===== src/rtl/timer_pkg.sv =====
package timer_pkg;

  typedef enum logic [1:0] {
    REG_COUNT  = 2'd0,
    REG_MODE   = 2'd1,
    REG_TARGET = 2'd2,
    REG_NONE   = 2'd3
  } reg_sel_e;

  typedef enum logic [1:0] {
    SYNC_C0 = 2'd0,
    SYNC_C1 = 2'd1,
    SYNC_C2 = 2'd2,
    SYNC_C3 = 2'd3
  } sync_code_e;

  typedef struct packed {
    logic       alt_src;
    logic       irq_ovf;
    logic       irq_tgt;
    logic       tgt_wrap;
    sync_code_e sync_code;
    logic       sync_en;
  } mode_t;

  function automatic mode_t decode_mode(input logic [15:0] m);
    mode_t r;
    r.sync_en   = m[0];
    r.sync_code = sync_code_e'(m[2:1]);
    r.tgt_wrap  = m[3];
    r.irq_tgt   = m[4];
    r.irq_ovf   = m[5];
    r.alt_src   = m[8];
    return r;
  endfunction

endpackage


===== src/rtl/timer_tick_gate.sv =====
module timer_tick_gate
  import timer_pkg::*;
#(
  parameter int unsigned INST = 0
) (
  input  logic  clk_i,
  input  logic  rst_ni,
  input  mode_t mode_i,
  input  logic  sys_tick_i,
  input  logic  alt_tick_i,
  input  logic  blank_i,
  output logic  advance_o,
  output logic  sync_clr_o,
  output logic  line_wrap_o
);

  logic tick;
  assign tick = mode_i.alt_src ? alt_tick_i : sys_tick_i;

  generate
    if (INST == 2) begin : g_stop
      logic stop;
      logic unused_in;
      assign stop = mode_i.sync_en &&
                    (mode_i.sync_code == SYNC_C0 || mode_i.sync_code == SYNC_C3);
      assign advance_o   = tick & ~stop;
      assign sync_clr_o  = 1'b0;
      assign line_wrap_o = 1'b0;
      assign unused_in   = blank_i ^ clk_i ^ rst_ni;
    end else begin : g_sync
      logic blank_q;
      logic unblank;
      logic pause_mode;
      logic reset_mode;

      always_ff @(posedge clk_i or negedge rst_ni) begin
        if (!rst_ni) blank_q <= 1'b0;
        else         blank_q <= blank_i;
      end

      assign unblank    = blank_q & ~blank_i;
      assign pause_mode = mode_i.sync_en && mode_i.sync_code == SYNC_C0;
      assign reset_mode = mode_i.sync_en &&
                          (mode_i.sync_code == SYNC_C1 || mode_i.sync_code == SYNC_C2);

      assign advance_o   = tick & ~(pause_mode & blank_i);
      assign sync_clr_o  = reset_mode & unblank;
      assign line_wrap_o = reset_mode && (INST == 0);
    end
  endgenerate

endmodule


===== src/rtl/timer_count_core.sv =====
module timer_count_core #(
  parameter int unsigned CNT_W    = 16,
  parameter int unsigned LINE_LEN = 2146
) (
  input  logic             clk_i,
  input  logic             rst_ni,
  input  logic             clr_i,
  input  logic             load_i,
  input  logic [CNT_W-1:0] load_val_i,
  input  logic             sync_clr_i,
  input  logic             advance_i,
  input  logic             line_wrap_i,
  input  logic             tgt_wrap_i,
  input  logic [CNT_W-1:0] target_i,
  output logic [CNT_W-1:0] count_o,
  output logic             tgt_evt_o,
  output logic             ovf_evt_o
);

  localparam logic [CNT_W-1:0] LINE_LAST = CNT_W'(LINE_LEN - 1);
  localparam logic [CNT_W-1:0] CNT_MAX   = '1;

  logic [CNT_W-1:0] cnt_q, cnt_d, inc;

  assign inc = cnt_q + CNT_W'(1);

  always_comb begin
    cnt_d     = cnt_q;
    tgt_evt_o = 1'b0;
    ovf_evt_o = 1'b0;
    if (clr_i) begin
      cnt_d = '0;
    end else if (load_i) begin
      cnt_d = load_val_i;
    end else if (sync_clr_i) begin
      cnt_d = '0;
    end else if (advance_i) begin
      if (tgt_wrap_i && cnt_q == target_i) begin
        cnt_d = '0;
      end else if (line_wrap_i && cnt_q == LINE_LAST) begin
        cnt_d = '0;
      end else begin
        cnt_d     = inc;
        ovf_evt_o = (cnt_q == CNT_MAX);
        tgt_evt_o = (inc == target_i);
      end
    end
  end

  always_ff @(posedge clk_i or negedge rst_ni) begin
    if (!rst_ni) cnt_q <= '0;
    else         cnt_q <= cnt_d;
  end

  assign count_o = cnt_q;

  logic quiet;
  assign quiet = !clr_i && !load_i && !sync_clr_i;

  AST_CNT_LOAD: assert property (@(posedge clk_i) disable iff (!rst_ni)
    load_i && !clr_i |=> cnt_q == $past(load_val_i));
  AST_MODE_CLR: assert property (@(posedge clk_i) disable iff (!rst_ni)
    clr_i |=> cnt_q == '0);
  AST_OVF_WRAP: assert property (@(posedge clk_i) disable iff (!rst_ni)
    quiet && advance_i && cnt_q == CNT_MAX |=> cnt_q == '0);
  AST_TGT_WRAP: assert property (@(posedge clk_i) disable iff (!rst_ni)
    quiet && advance_i && tgt_wrap_i && cnt_q == target_i |=> cnt_q == '0);
  AST_SYNC_CLR: assert property (@(posedge clk_i) disable iff (!rst_ni)
    sync_clr_i && !clr_i && !load_i |=> cnt_q == '0);
  AST_LINE_WRAP: assert property (@(posedge clk_i) disable iff (!rst_ni)
    quiet && advance_i && line_wrap_i && cnt_q == LINE_LAST |=> cnt_q == '0);

endmodule


===== src/rtl/timer_irq_gen.sv =====
module timer_irq_gen (
  input  logic clk_i,
  input  logic rst_ni,
  input  logic clr_i,
  input  logic tgt_evt_i,
  input  logic ovf_evt_i,
  input  logic en_tgt_i,
  input  logic en_ovf_i,
  output logic irq_o
);

  logic irq_q;

  always_ff @(posedge clk_i or negedge rst_ni) begin
    if (!rst_ni)    irq_q <= 1'b0;
    else if (clr_i) irq_q <= 1'b0;
    else            irq_q <= (tgt_evt_i & en_tgt_i) | (ovf_evt_i & en_ovf_i);
  end

  assign irq_o = irq_q;

  AST_IRQ_GATED: assert property (@(posedge clk_i) disable iff (!rst_ni)
    irq_o |-> $past(en_tgt_i | en_ovf_i));
  AST_IRQ_CLR: assert property (@(posedge clk_i) disable iff (!rst_ni)
    clr_i |=> !irq_o);

endmodule


===== src/rtl/sync_timer.sv =====
module sync_timer
  import timer_pkg::*;
#(
  parameter int unsigned INST     = 0,
  parameter int unsigned CNT_W    = 16,
  parameter int unsigned DATA_W   = 32,
  parameter int unsigned LINE_LEN = 2146
) (
  input  logic              clk_i,
  input  logic              rst_ni,
  input  logic              wr_en_i,
  input  logic [1:0]        wr_sel_i,
  input  logic [DATA_W-1:0] wr_data_i,
  input  logic [1:0]        rd_sel_i,
  output logic [CNT_W-1:0]  rd_data_o,
  input  logic              sys_tick_i,
  input  logic              alt_tick_i,
  input  logic              blank_i,
  output logic              irq_o
);

  logic [CNT_W-1:0] mode_q, target_q, count;
  logic             wr_cnt, wr_mode, wr_tgt;
  logic             advance, sync_clr, line_wrap, tgt_evt, ovf_evt;
  mode_t            mode;
  logic             unused_hi;

  assign wr_cnt    = wr_en_i && reg_sel_e'(wr_sel_i) == REG_COUNT;
  assign wr_mode   = wr_en_i && reg_sel_e'(wr_sel_i) == REG_MODE;
  assign wr_tgt    = wr_en_i && reg_sel_e'(wr_sel_i) == REG_TARGET;
  assign unused_hi = ^wr_data_i[DATA_W-1:CNT_W];

  always_ff @(posedge clk_i or negedge rst_ni) begin
    if (!rst_ni) begin
      mode_q   <= '0;
      target_q <= '0;
    end else begin
      if (wr_mode) mode_q   <= wr_data_i[CNT_W-1:0];
      if (wr_tgt)  target_q <= wr_data_i[CNT_W-1:0];
    end
  end

  assign mode = decode_mode(16'(mode_q));

  always_comb begin
    unique case (reg_sel_e'(rd_sel_i))
      REG_COUNT:  rd_data_o = count;
      REG_MODE:   rd_data_o = mode_q;
      REG_TARGET: rd_data_o = target_q;
      default:    rd_data_o = '0;
    endcase
  end

  timer_tick_gate #(.INST(INST)) i_gate (
    .clk_i      (clk_i),
    .rst_ni     (rst_ni),
    .mode_i     (mode),
    .sys_tick_i (sys_tick_i),
    .alt_tick_i (alt_tick_i),
    .blank_i    (blank_i),
    .advance_o  (advance),
    .sync_clr_o (sync_clr),
    .line_wrap_o(line_wrap)
  );

  timer_count_core #(.CNT_W(CNT_W), .LINE_LEN(LINE_LEN)) i_core (
    .clk_i      (clk_i),
    .rst_ni     (rst_ni),
    .clr_i      (wr_mode),
    .load_i     (wr_cnt),
    .load_val_i (wr_data_i[CNT_W-1:0]),
    .sync_clr_i (sync_clr),
    .advance_i  (advance),
    .line_wrap_i(line_wrap),
    .tgt_wrap_i (mode.tgt_wrap),
    .target_i   (target_q),
    .count_o    (count),
    .tgt_evt_o  (tgt_evt),
    .ovf_evt_o  (ovf_evt)
  );

  timer_irq_gen i_irq (
    .clk_i    (clk_i),
    .rst_ni   (rst_ni),
    .clr_i    (wr_mode),
    .tgt_evt_i(tgt_evt),
    .ovf_evt_i(ovf_evt),
    .en_tgt_i (mode.irq_tgt),
    .en_ovf_i (mode.irq_ovf),
    .irq_o    (irq_o)
  );

  logic wr_any;
  assign wr_any = wr_cnt | wr_mode;

  generate
    if (INST == 2) begin : g_chk_stop
      AST_FROZEN: assert property (@(posedge clk_i) disable iff (!rst_ni)
        mode.sync_en && (mode.sync_code == SYNC_C0 || mode.sync_code == SYNC_C3)
        && !wr_any |=> $stable(count));
    end else begin : g_chk_sync
      AST_PAUSE_HOLD: assert property (@(posedge clk_i) disable iff (!rst_ni)
        mode.sync_en && mode.sync_code == SYNC_C0 && blank_i && !wr_any
        |=> $stable(count));
    end
  endgenerate

  AST_SRC_IDLE: assert property (@(posedge clk_i) disable iff (!rst_ni)
    !sys_tick_i && !alt_tick_i && !wr_any && !sync_clr |=> $stable(count));

endmodule


===== config.mk =====
export PLATFORM = sky130hd
export DESIGN_NAME = sync_timer
export DESIGN_NICKNAME = d
export VERILOG_FILES = /design/src/rtl/timer_pkg.sv /design/src/rtl/timer_tick_gate.sv /design/src/rtl/timer_count_core.sv /design/src/rtl/timer_irq_gen.sv /design/src/rtl/sync_timer.sv
export SDC_FILE = /design/constraint.sdc
export NUM_CORES = 1
export LEC_CHECK = 0
export BUFFER_PORTS_ARGS = -buffer_cell sky130_fd_sc_hd__buf_2
export CAP_MARGIN = 20
export CORE_MARGIN = 2
export CORE_UTILIZATION = 45
export DETAILED_ROUTE_END_ITERATION = 6
export GPL_ROUTABILITY_DRIVEN = 0
export GPL_TIMING_DRIVEN = 0
export PLACE_DENSITY = 0.66
export SLEW_MARGIN = 10
export SYNTH_ARGS = -nofsm -noshare
export SYNTH_HDL_FRONTEND = slang
export SYNTH_SLANG_ARGS = --single-unit

===== constraint.sdc =====
create_clock -name clk_i -period 2.7 [get_ports clk_i]
set_input_delay 0 -clock clk_i [delete_from_list [all_inputs] [get_ports clk_i]]
set_output_delay 0 -clock clk_i [all_outputs]
set_load 0.005 [all_outputs]

== After elaboration in Yosys (flattened, before gate mapping) ==
Cells that the tools add are included.
Word-level totals
  register bits after elaboration: 50
  input bits: 42
  output and inout port bits: 17
Cells by class
  eq/ne operators: 10
  bitwise operators: 9
  add/subtract/negate cells: 1
  reductions and logical operators: 12
  muxes and demuxes: 21
Operators with widths (count)
  $mux W16: 6
  $pmux W16 S3: 1
  $eq A16 B16 Y1: 2
  $add A16 B1 Y16 const B: 1
  $eq A16 B12 Y1 const B: 1
  $eq A16 B16 Y1 const B: 1
  $mux W1: 14
  $logic_and A1 B1 Y1: 7
  $and A1 B1 Y1: 6
  $eq A2 B1 Y1 const B: 3
  $eq A2 B2 Y1 const B: 3
  $logic_not A2 Y1: 3
  $reduce_bool A4 Y1: 1
  $not A1 Y1: 2
  $logic_or A1 B1 Y1: 1
  $or A1 B1 Y1: 1

== Logic depth before layout (Yosys ltp) ==
Gate-level depths: netlist of the first run.
  depth in word-level cells: 13
  mapped depth: 9
  mapped depth without buffers: 8

== By module ==
A second synthesis of the first run with hierarchy kept.
Unflattened totals
  cell total of the unflattened synthesis: 335
  area total of the unflattened synthesis: 3444.6 sq um
By module, submodules not included
  timer_count_core: instances 1, cells each 215, area an instance 1680.4 sq um, sequential area each 400.4 sq um
  sync_timer: instances 1, cells each 109, area an instance 1649.1 sq um, sequential area each 800.8 sq um
  timer_tick_gate: instances 1, cells each 8, area an instance 78.8 sq um, sequential area each 25.0 sq um
  timer_irq_gen: instances 1, cells each 3, area an instance 36.3 sq um, sequential area each 25.0 sq um

== Worst setup path after synthesis of the first run ==
Ideal clock, no wire load.
  kind: reg-to-reg
  from: reg i_core.cnt_q[1], in the netlist i_core.count_o[1]
  to: reg i_irq.irq_q, in the netlist i_irq.irq_o
  slack: 715 ps
  arrival: 1918 ps
  cell stages (with the launch flop): 9
  path through: dfrtp_1 -> inv_1 -> ha_1 -> xor2_1 -> nand2_1 -> a2111oi_0 -> o2111ai_1 -> nor4_1 -> o2111a_1
On the way
  longest elaborated chain between the ends: 11
RTL lines
  from (decl): RTL line timer_count_core.sv:23  | logic [CNT_W-1:0] cnt_q, cnt_d, inc;
  from (signal assigned): RTL line timer_count_core.sv:52  | else cnt_q <= cnt_d;
  $add A16 B1 Y16 or $eq A16 B12 Y1 (tied branches): RTL line timer_count_core.sv:25, timer_count_core.sv:40
  $eq A16 B16 Y1 or $logic_and A1 B1 Y1 (tied branches): RTL line timer_count_core.sv:45, timer_count_core.sv:40
  $mux W1: RTL line timer_count_core.sv:40  | end else if (line_wrap_i && cnt_q == LINE_LAST) begin
  $mux W1: RTL line timer_count_core.sv:38  | if (tgt_wrap_i && cnt_q == target_i) begin
  $mux W1: RTL line timer_count_core.sv:37  | end else if (advance_i) begin
  $mux W1: RTL line timer_count_core.sv:35  | end else if (sync_clr_i) begin
  $mux W1: RTL line timer_count_core.sv:33  | end else if (load_i) begin
  $mux W1: RTL line timer_count_core.sv:31  | if (clr_i) begin
  $and A1 B1 Y1: RTL line timer_irq_gen.sv:17  | else irq_q <= (tgt_evt_i & en_tgt_i) | (ovf_evt_i & en_ovf_i);
  $or A1 B1 Y1 (*): RTL line timer_irq_gen.sv:17
  $mux W1 (*): RTL line timer_irq_gen.sv:16  | else if (clr_i) irq_q <= 1'b0;
  to (signal assigned): RTL line timer_irq_gen.sv:17
  to (decl): RTL line timer_irq_gen.sv:12  | logic irq_q;
Mark *: on every way between the ends. The rest lies on a longest branch, timed or not.
A chain may end at the register's enable or synchronous reset.

== Final worst setup path of the first run ==
  from: reg mode_q[1]
  to: reg i_core.cnt_q[5], in the netlist i_core.count_o[5]
On the way
  longest elaborated chain between the ends: 10
RTL lines
  from (decl): RTL line sync_timer.sv:22  | logic [CNT_W-1:0] mode_q, target_q, count;
  from (signal assigned): RTL line sync_timer.sv:38  | if (wr_mode) mode_q <= wr_data_i[CNT_W-1:0];
  $eq A2 B1 Y1 or $eq A2 B2 Y1 (tied branches): RTL line timer_tick_gate.sv:44  | (mode_i.sync_code == SYNC_C1 || mode_i.sync_code == SYNC_C2);
  $logic_or A1 B1 Y1: RTL line timer_tick_gate.sv:44
  $logic_and A1 B1 Y1: RTL line timer_tick_gate.sv:43  | assign reset_mode = mode_i.sync_en &&
  $logic_and A1 B1 Y1: RTL line timer_count_core.sv:40
  $mux W16: RTL line timer_count_core.sv:40
  $mux W16: RTL line timer_count_core.sv:38
  $mux W16: RTL line timer_count_core.sv:37
  $mux W16: RTL line timer_count_core.sv:35
  $mux W16: RTL line timer_count_core.sv:33
  $mux W16: RTL line timer_count_core.sv:31
Several ways; a longest one is shown, not always the timed one. The select of a mux whose other input is x is not followed.

==> reports/metrics.csv, run 1 <==
metric;value;unit
ant_nets;0;
hold_class;in -> async;
htreeDepth;2;
final_common_cell;nand2_1;
post-route-drc-count;0;
wl_per_cell;19.2;um
seq_power_share;35.9;%
setup_tns;0;ps
syn_inst;398;
drt-total-wl;10.9;mm
fin_crit_sh;93.3;%
power.clock.fraction;16.6;%
maxSlewHeadroom;27.5;%
finalSetupViolCount;0;
path_buf_inv;1;
syn_area;3460;um2
dp_hpwl;7.90;mm
cpMaxStageDelayCell;o21ai_0;
p_per_area;733;nW/um2
max_freq;0.397;GHz
max_cap_viol_count;0;
critPathArrivalTime;2680;ps
synthToLayoutAreaGrowth;18.4;%
p_int;0.00170;W
crit_top_cell;o21ai_0;
grt_use_total;26.1;%
status;finished, final reports clean;
syn_nets;443;
routed_via_density;5.99;
crit_path_end_kind;register;
slew_viol_final;0;
ys.flop_type;dfrtp_1;
p_sw_share;43.1;%
num_rows;31;
yosysSeqAreaShare;36.2;%
vdd_drop_max;0.000368;V
path_cells;inv_1, ha_1, nand4b_1, o21ai_0, o21ai_0, o22ai_1;
drt_iter0_drc;413;
final_core_utilization;55.8;%
most-common-layout-cells;nand2_1, buf_2, dfrtp_1, o21ai_0;
dr.pass1.iters;5;
clk_latency;310;ps
fin_nets;510;
grt_pass1_wl;17.0;mm
syn_area_per_cell;8.68;um2
worst_pin_slew;1080;ps
synth_top_cell_by_area;dfrtp_1;
grt_start_max_net_pins;27;
layout_setup_ws;180;ps
dpl_worst_slack;236;ps
hold_ws;245;ps
synth_warnings;0;
synth_edf_count;0;
cts_buffers;5;
die_area;8400;um2
p_switching;0.00129;W
cts.clk_slew.worst_paths;100;ps
core;7330;um2
die_h;91.6;um
power.share.combinational;47.5;%
min_period;2520;ps
yosysTopAreaCellShare;36.2;%
rsz0062_at_grt;no;
critPathLaunchType;register;
worstPathMaxFanout;6;
ys_seq_elements;50;
final-hold-violation-count;0;
crit_family;compound AO/OA/AOI/OAI gates;
clockBufferDepth;2;
p_leak;1.78;nW
antennaDiodeCount;0;
io_buffers;41;
cpPeakStageDelay;950;ps
async_flop_share;100;%
overflow;0;
grt_pass1_vias;3147;
via_count;3382;
root_buffer;clkbuf_8;
cp.required;2860;ps
top_level_ports;59;
synth.area.top_cells;dfrtp_1, nand2_1, mux2_2, mux2i_1, xnor2_1;
start_util;47.1;%
grt_antenna_before_repair;0;
cts_sinks;50;
drive_above_1_share;22.1;%
ys_types;57;
finClkSkew;6.74;ps
post_cts.repair.setup_buffers;0;
fp.dieW;91.6;um
cts_tree;done;
crit_type;reg -> reg;
[power groups by stage]
stage | clock (W) | sequential, W | combinational (W)
after global routing | 0.000529 | 0.00110 | 0.00155
final | 0.000496 | 0.00108 | 0.00142
after CTS | 0.000500 | 0.00107 | 0.00139
after floorplan | 0 | 0.00104 | 0.00100
after detailed placement | 0 | 0.00109 | 0.00137
after global placement | 0 | 0.00108 | 0.00134
[stage by stage]
| stage | area (um2) | total power, W | cells |
|---|---|---|---|
| floorplan | 3460 | 0.00204 | 398 |
| global placement | 3780 | 0.00242 | 538 |
| detailed placement | 3800 | 0.00245 | 539 |
| CTS | 4080 | 0.00296 | 565 |
| global route | 4090 | 0.00318 | 565 |
| finish | 4090 | 0.00300 | 565 |
[metal layers]
layer / GRT usage, % / vias up / wire [um]
met5: 0 / - / 0
met4: 7.70 / 0 / 237
met3: 3.45 / 28 / 758
met2: 40.5 / 165 / 4920
met1: 38.0 / 1634 / 4960
li1: - / 1555 / -
[registers in the layout, summed over array words and instances, names as in the netlist]
signal and cells:
target_q 16, i_core.count_o 16, i_gate.g_sync.blank_q 1, i_irq.irq_o 1
mode_q 16
[cells in the mapped netlist, types with 2 or more instances]
master / instances
a21o_1: 4
nor2_1: 10
nand4b_1: 2
nand4_1: 9
a21oi_1: 18
ha_1: 3
nand3_1: 11
o21ai_0: 23
a211oi_1: 3
nand2_1: 85
a221oi_1: 2
nor4_1: 5
mux2_2: 17
buf_2: 10
o31ai_1: 3
buf_4: 7
clkbuf_1: 11
nand4_2: 2
nor4_2: 2
nor3_1: 10
a31oi_1: 2
o211ai_1: 3
nor2b_1: 2
dfrtp_1: 50
buf_6: 3
inv_1: 10
mux2i_1: 18
xnor2_1: 18
and3_1: 4
or2_2: 2
a22oi_1: 11
xor2_1: 7
o22ai_1: 6
or4_1: 2
[cells by family after synthesis]
logic type               after synthesis  share of synthesized area (%)
XOR/XNOR                              25                           6.34
flip-flops                            50                           36.2
buffers and inverters                 43                           6.48
AO/OA/AOI/OAI                         86                           16.4
multiplexers                          35                           10.8
adder cells (fa/ha/maj)                3                           1.09
AND/OR/NAND/NOR                      156                           22.8
[layout make-up]
cell class | count | area (um2)
timing repair buffer | 60 | 405
multi-input combinational | 305 | 1990
fill | 668 | 3240
clock inverter | 2 | 16.3
clock buffer | 6 | 82.6
inverter | 10 | 37.5
sequential | 50 | 1250
buffer | 33 | 186
tap | 99 | 124
[final timing paths]
check / from / to / slack, ps / cells past startpoint
min in group clk_i: wr_sel_i[0] / i_core.count_o[3] / 290 / 4
worst min-delay path: rst_ni / target_q[0] / 250 / 2
worst min register to register: mode_q[6] / mode_q[6] / 490 / 2
worst max-delay path: mode_q[1] / i_core.count_o[5] / 180 / 6
worst max register to register: mode_q[1] / i_core.count_o[5] / 180 / 6
max in group asynchronous: rst_ni / target_q[8] / 1890 / 3
[repair_timing]
item                                   in CTS  in global routing
setup endpoints to repair                   0                  2
gates resized for setup                     0                  1
endpoints found under the hold margin      57                  0
hold buffers                               18                  0
No activity file was read; power rests on OpenSTA's default activity.
==> inputs of run 2 (changes only) <==
--- a/config.mk
+++ b/config.mk
@@ -5,14 +5,17 @@
 export SDC_FILE = /design/constraint.sdc
 export NUM_CORES = 1
 export LEC_CHECK = 0
+export ABC_CLOCK_PERIOD_IN_PS = 2700
 export BUFFER_PORTS_ARGS = -buffer_cell sky130_fd_sc_hd__buf_2
 export CAP_MARGIN = 20
+export CELL_PAD_IN_SITES_DETAIL_PLACEMENT = 0
+export CELL_PAD_IN_SITES_GLOBAL_PLACEMENT = 1
 export CORE_MARGIN = 2
-export CORE_UTILIZATION = 45
+export CORE_UTILIZATION = 43
 export DETAILED_ROUTE_END_ITERATION = 6
 export GPL_ROUTABILITY_DRIVEN = 0
 export GPL_TIMING_DRIVEN = 0
-export PLACE_DENSITY = 0.66
+export PLACE_DENSITY = 0.81
 export SLEW_MARGIN = 10
 export SYNTH_ARGS = -nofsm -noshare
 export SYNTH_HDL_FRONTEND = slang
==> run 2 against run 1 <==
  * Critical path depth rose by 1
  * Sequential power barely moved
  * Final cell count rose by 0.53%
  * Register-to-register slack barely moved
  * Wire length rose by 1.4%
  * Critical path type unchanged
  * Highest routed layer unchanged
==> reports/metrics.csv, run 2 (synthesized netlist as in run 1, its figures left out) <==
metric;value;unit
hold_ws;219;ps
grt_start_max_net_pins;28;
cp.depth;7;
finalSetupViolCount;0;
cpMaxStageDelayCell;dfrtp_1;
worst_pin_slew;1110;ps
grt_antenna_before_repair;0;
rrSetupSlack;170;ps
drt-total-wl;11.0;mm
reg2reg_depth;7;
cp.required;2950;ps
via_count;3365;
final_core_utilization;52.6;%
p_leak;1.77;nW
wl_per_cell;19.4;um
fillers;756;
critPathArrivalTime;2780;ps
clockBufferDepth;2;
critical_path.endpoint;i_irq.irq_o;
cts_tree;done;
core;7770;um2
hold_class;in -> async;
path_buf_inv;0;
root_buffer;clkbuf_8;
path_cells;ha_1, nand3_2, nor4_2, xor2_1, o2111ai_1, nor4_1, o2111a_1;
critPathLaunchType;register;
total_power;0.00297;W
p_per_area;727;nW/um2
io_buffers;41;
vdd_drop_max;0.000316;V
grt_use_total;26.5;%
final-hold-violation-count;0;
finClkSkew;5.59;ps
crit_path_end_kind;register;
routed_via_density;5.92;
crit_start;i_core.count_o[0];
final_common_cell;nand2_1;
drive_above_1_share;22.1;%
cts_sinks;50;
overflow;0;
slew_viol_final;0;
grt_pass1_vias;3303;
worstPathMaxFanout;8;
dp.cells;542;
r2r-end;i_irq.irq_o;
drt_iter0_drc;288;
die_area;8770;um2
crit_family;simple AND/OR/NAND/NOR gates;
dr.pass1.iters;5;
reg2reg_from;i_core.count_o[0];
status;finished, final reports clean;
instances_no_fill;568;
fp.dieW;93.7;um
fin_crit_sh;93.7;%
post-route-drc-count;0;
synthToLayoutAreaGrowth;18.2;%
crit_type;reg -> reg;
die_h;93.7;um
cts.clk_slew.worst_paths;100;ps
setup_tns;0;ps
max_freq;0.395;GHz
num_rows;32;
clk_latency;310;ps
start_util;44.5;%
maxSlewHeadroom;25.1;%
rsz0062_at_grt;no;
fin_nets;510;
dp_hpwl;8.17;mm
ant_nets;0;
min_period;2530;ps
most-common-layout-cells;nand2_1, buf_2, dfrtp_1, o21ai_0;
htreeDepth;2;
max_cap_viol_count;0;
cpPeakStageDelay;570;ps
cts_buffers;5;
grt_pass1_wl;17.8;mm
antennaDiodeCount;0;
top_level_ports;59;
==> run 2: worst register-to-register path, delay by kind of cell (launching register included) <==
kind | cells | cell delay, ps
adder cells (fa/ha/maj) | 1 | 390
XOR/XNOR | 1 | 270
AO/OA/AOI/OAI | 2 | 450
flip-flops | 1 | 570
AND/OR/NAND/NOR | 3 | 800
==> run 2: power breakdown <==
group          internal (W)  total, W  switching, W
clock network      0.000183  0.000468      0.000285
registers          0.000915   0.00108      0.000167
logic              0.000578   0.00142      0.000841
total               0.00168   0.00297       0.00129
==> run 2: layout make-up <==
type	instances	area [um2]	area share (%)
Clock buffer	5	68.8	1.68
Inverter	10	37.5	0.919
Tap cell	102	128	3.12
Timing Repair Buffer	60	405	9.92
Multi-Input combinational cell	305	1990	48.6
Buffer	33	186	4.56
Sequential cell	50	1250	30.6
Clock inverter	3	21.3	0.521
==> run 2: per-layer routing <==
metal,global-route usage (%),vias up,part of all wire (%)
met2,42.8,132,47
li1,-,1558,-
met3,4.33,18,6.4
met4,6.76,0,1.9
met1,37.2,1657,44
met5,0,-,0
==> run 2: worst min path at each step <==
stage	from	end	slack, ps	depth (start not counted)
floorplan	rst_ni	i_core.count_o[0]	-300	0
global placement	blank_i	i_gate.g_sync.blank_q	130	1
detailed placement	rst_ni	i_core.count_o[0]	60	1
CTS	rst_ni	mode_q[0]	250	2
global route	rst_ni	i_core.count_o[0]	280	2
finish	rst_ni	mode_q[0]	220	2
==> run 2: stage by stage <==
step	area, um2	setup WS, ps
after detailed placement	3810	205
final	4090	170
after global placement	3790	236
after global routing	4090	69.1
after CTS	4080	172
after floorplan	3460	715
==> run 2: what timing repair did <==
item / 4_1_cts / 5_1_grt
hold endpoints to repair: 56 / 0
setup buffers: 0 / 0
hold buffers: 18 / 0
setup endpoints to repair: 0 / 2
gates resized for setup: 0 / 1
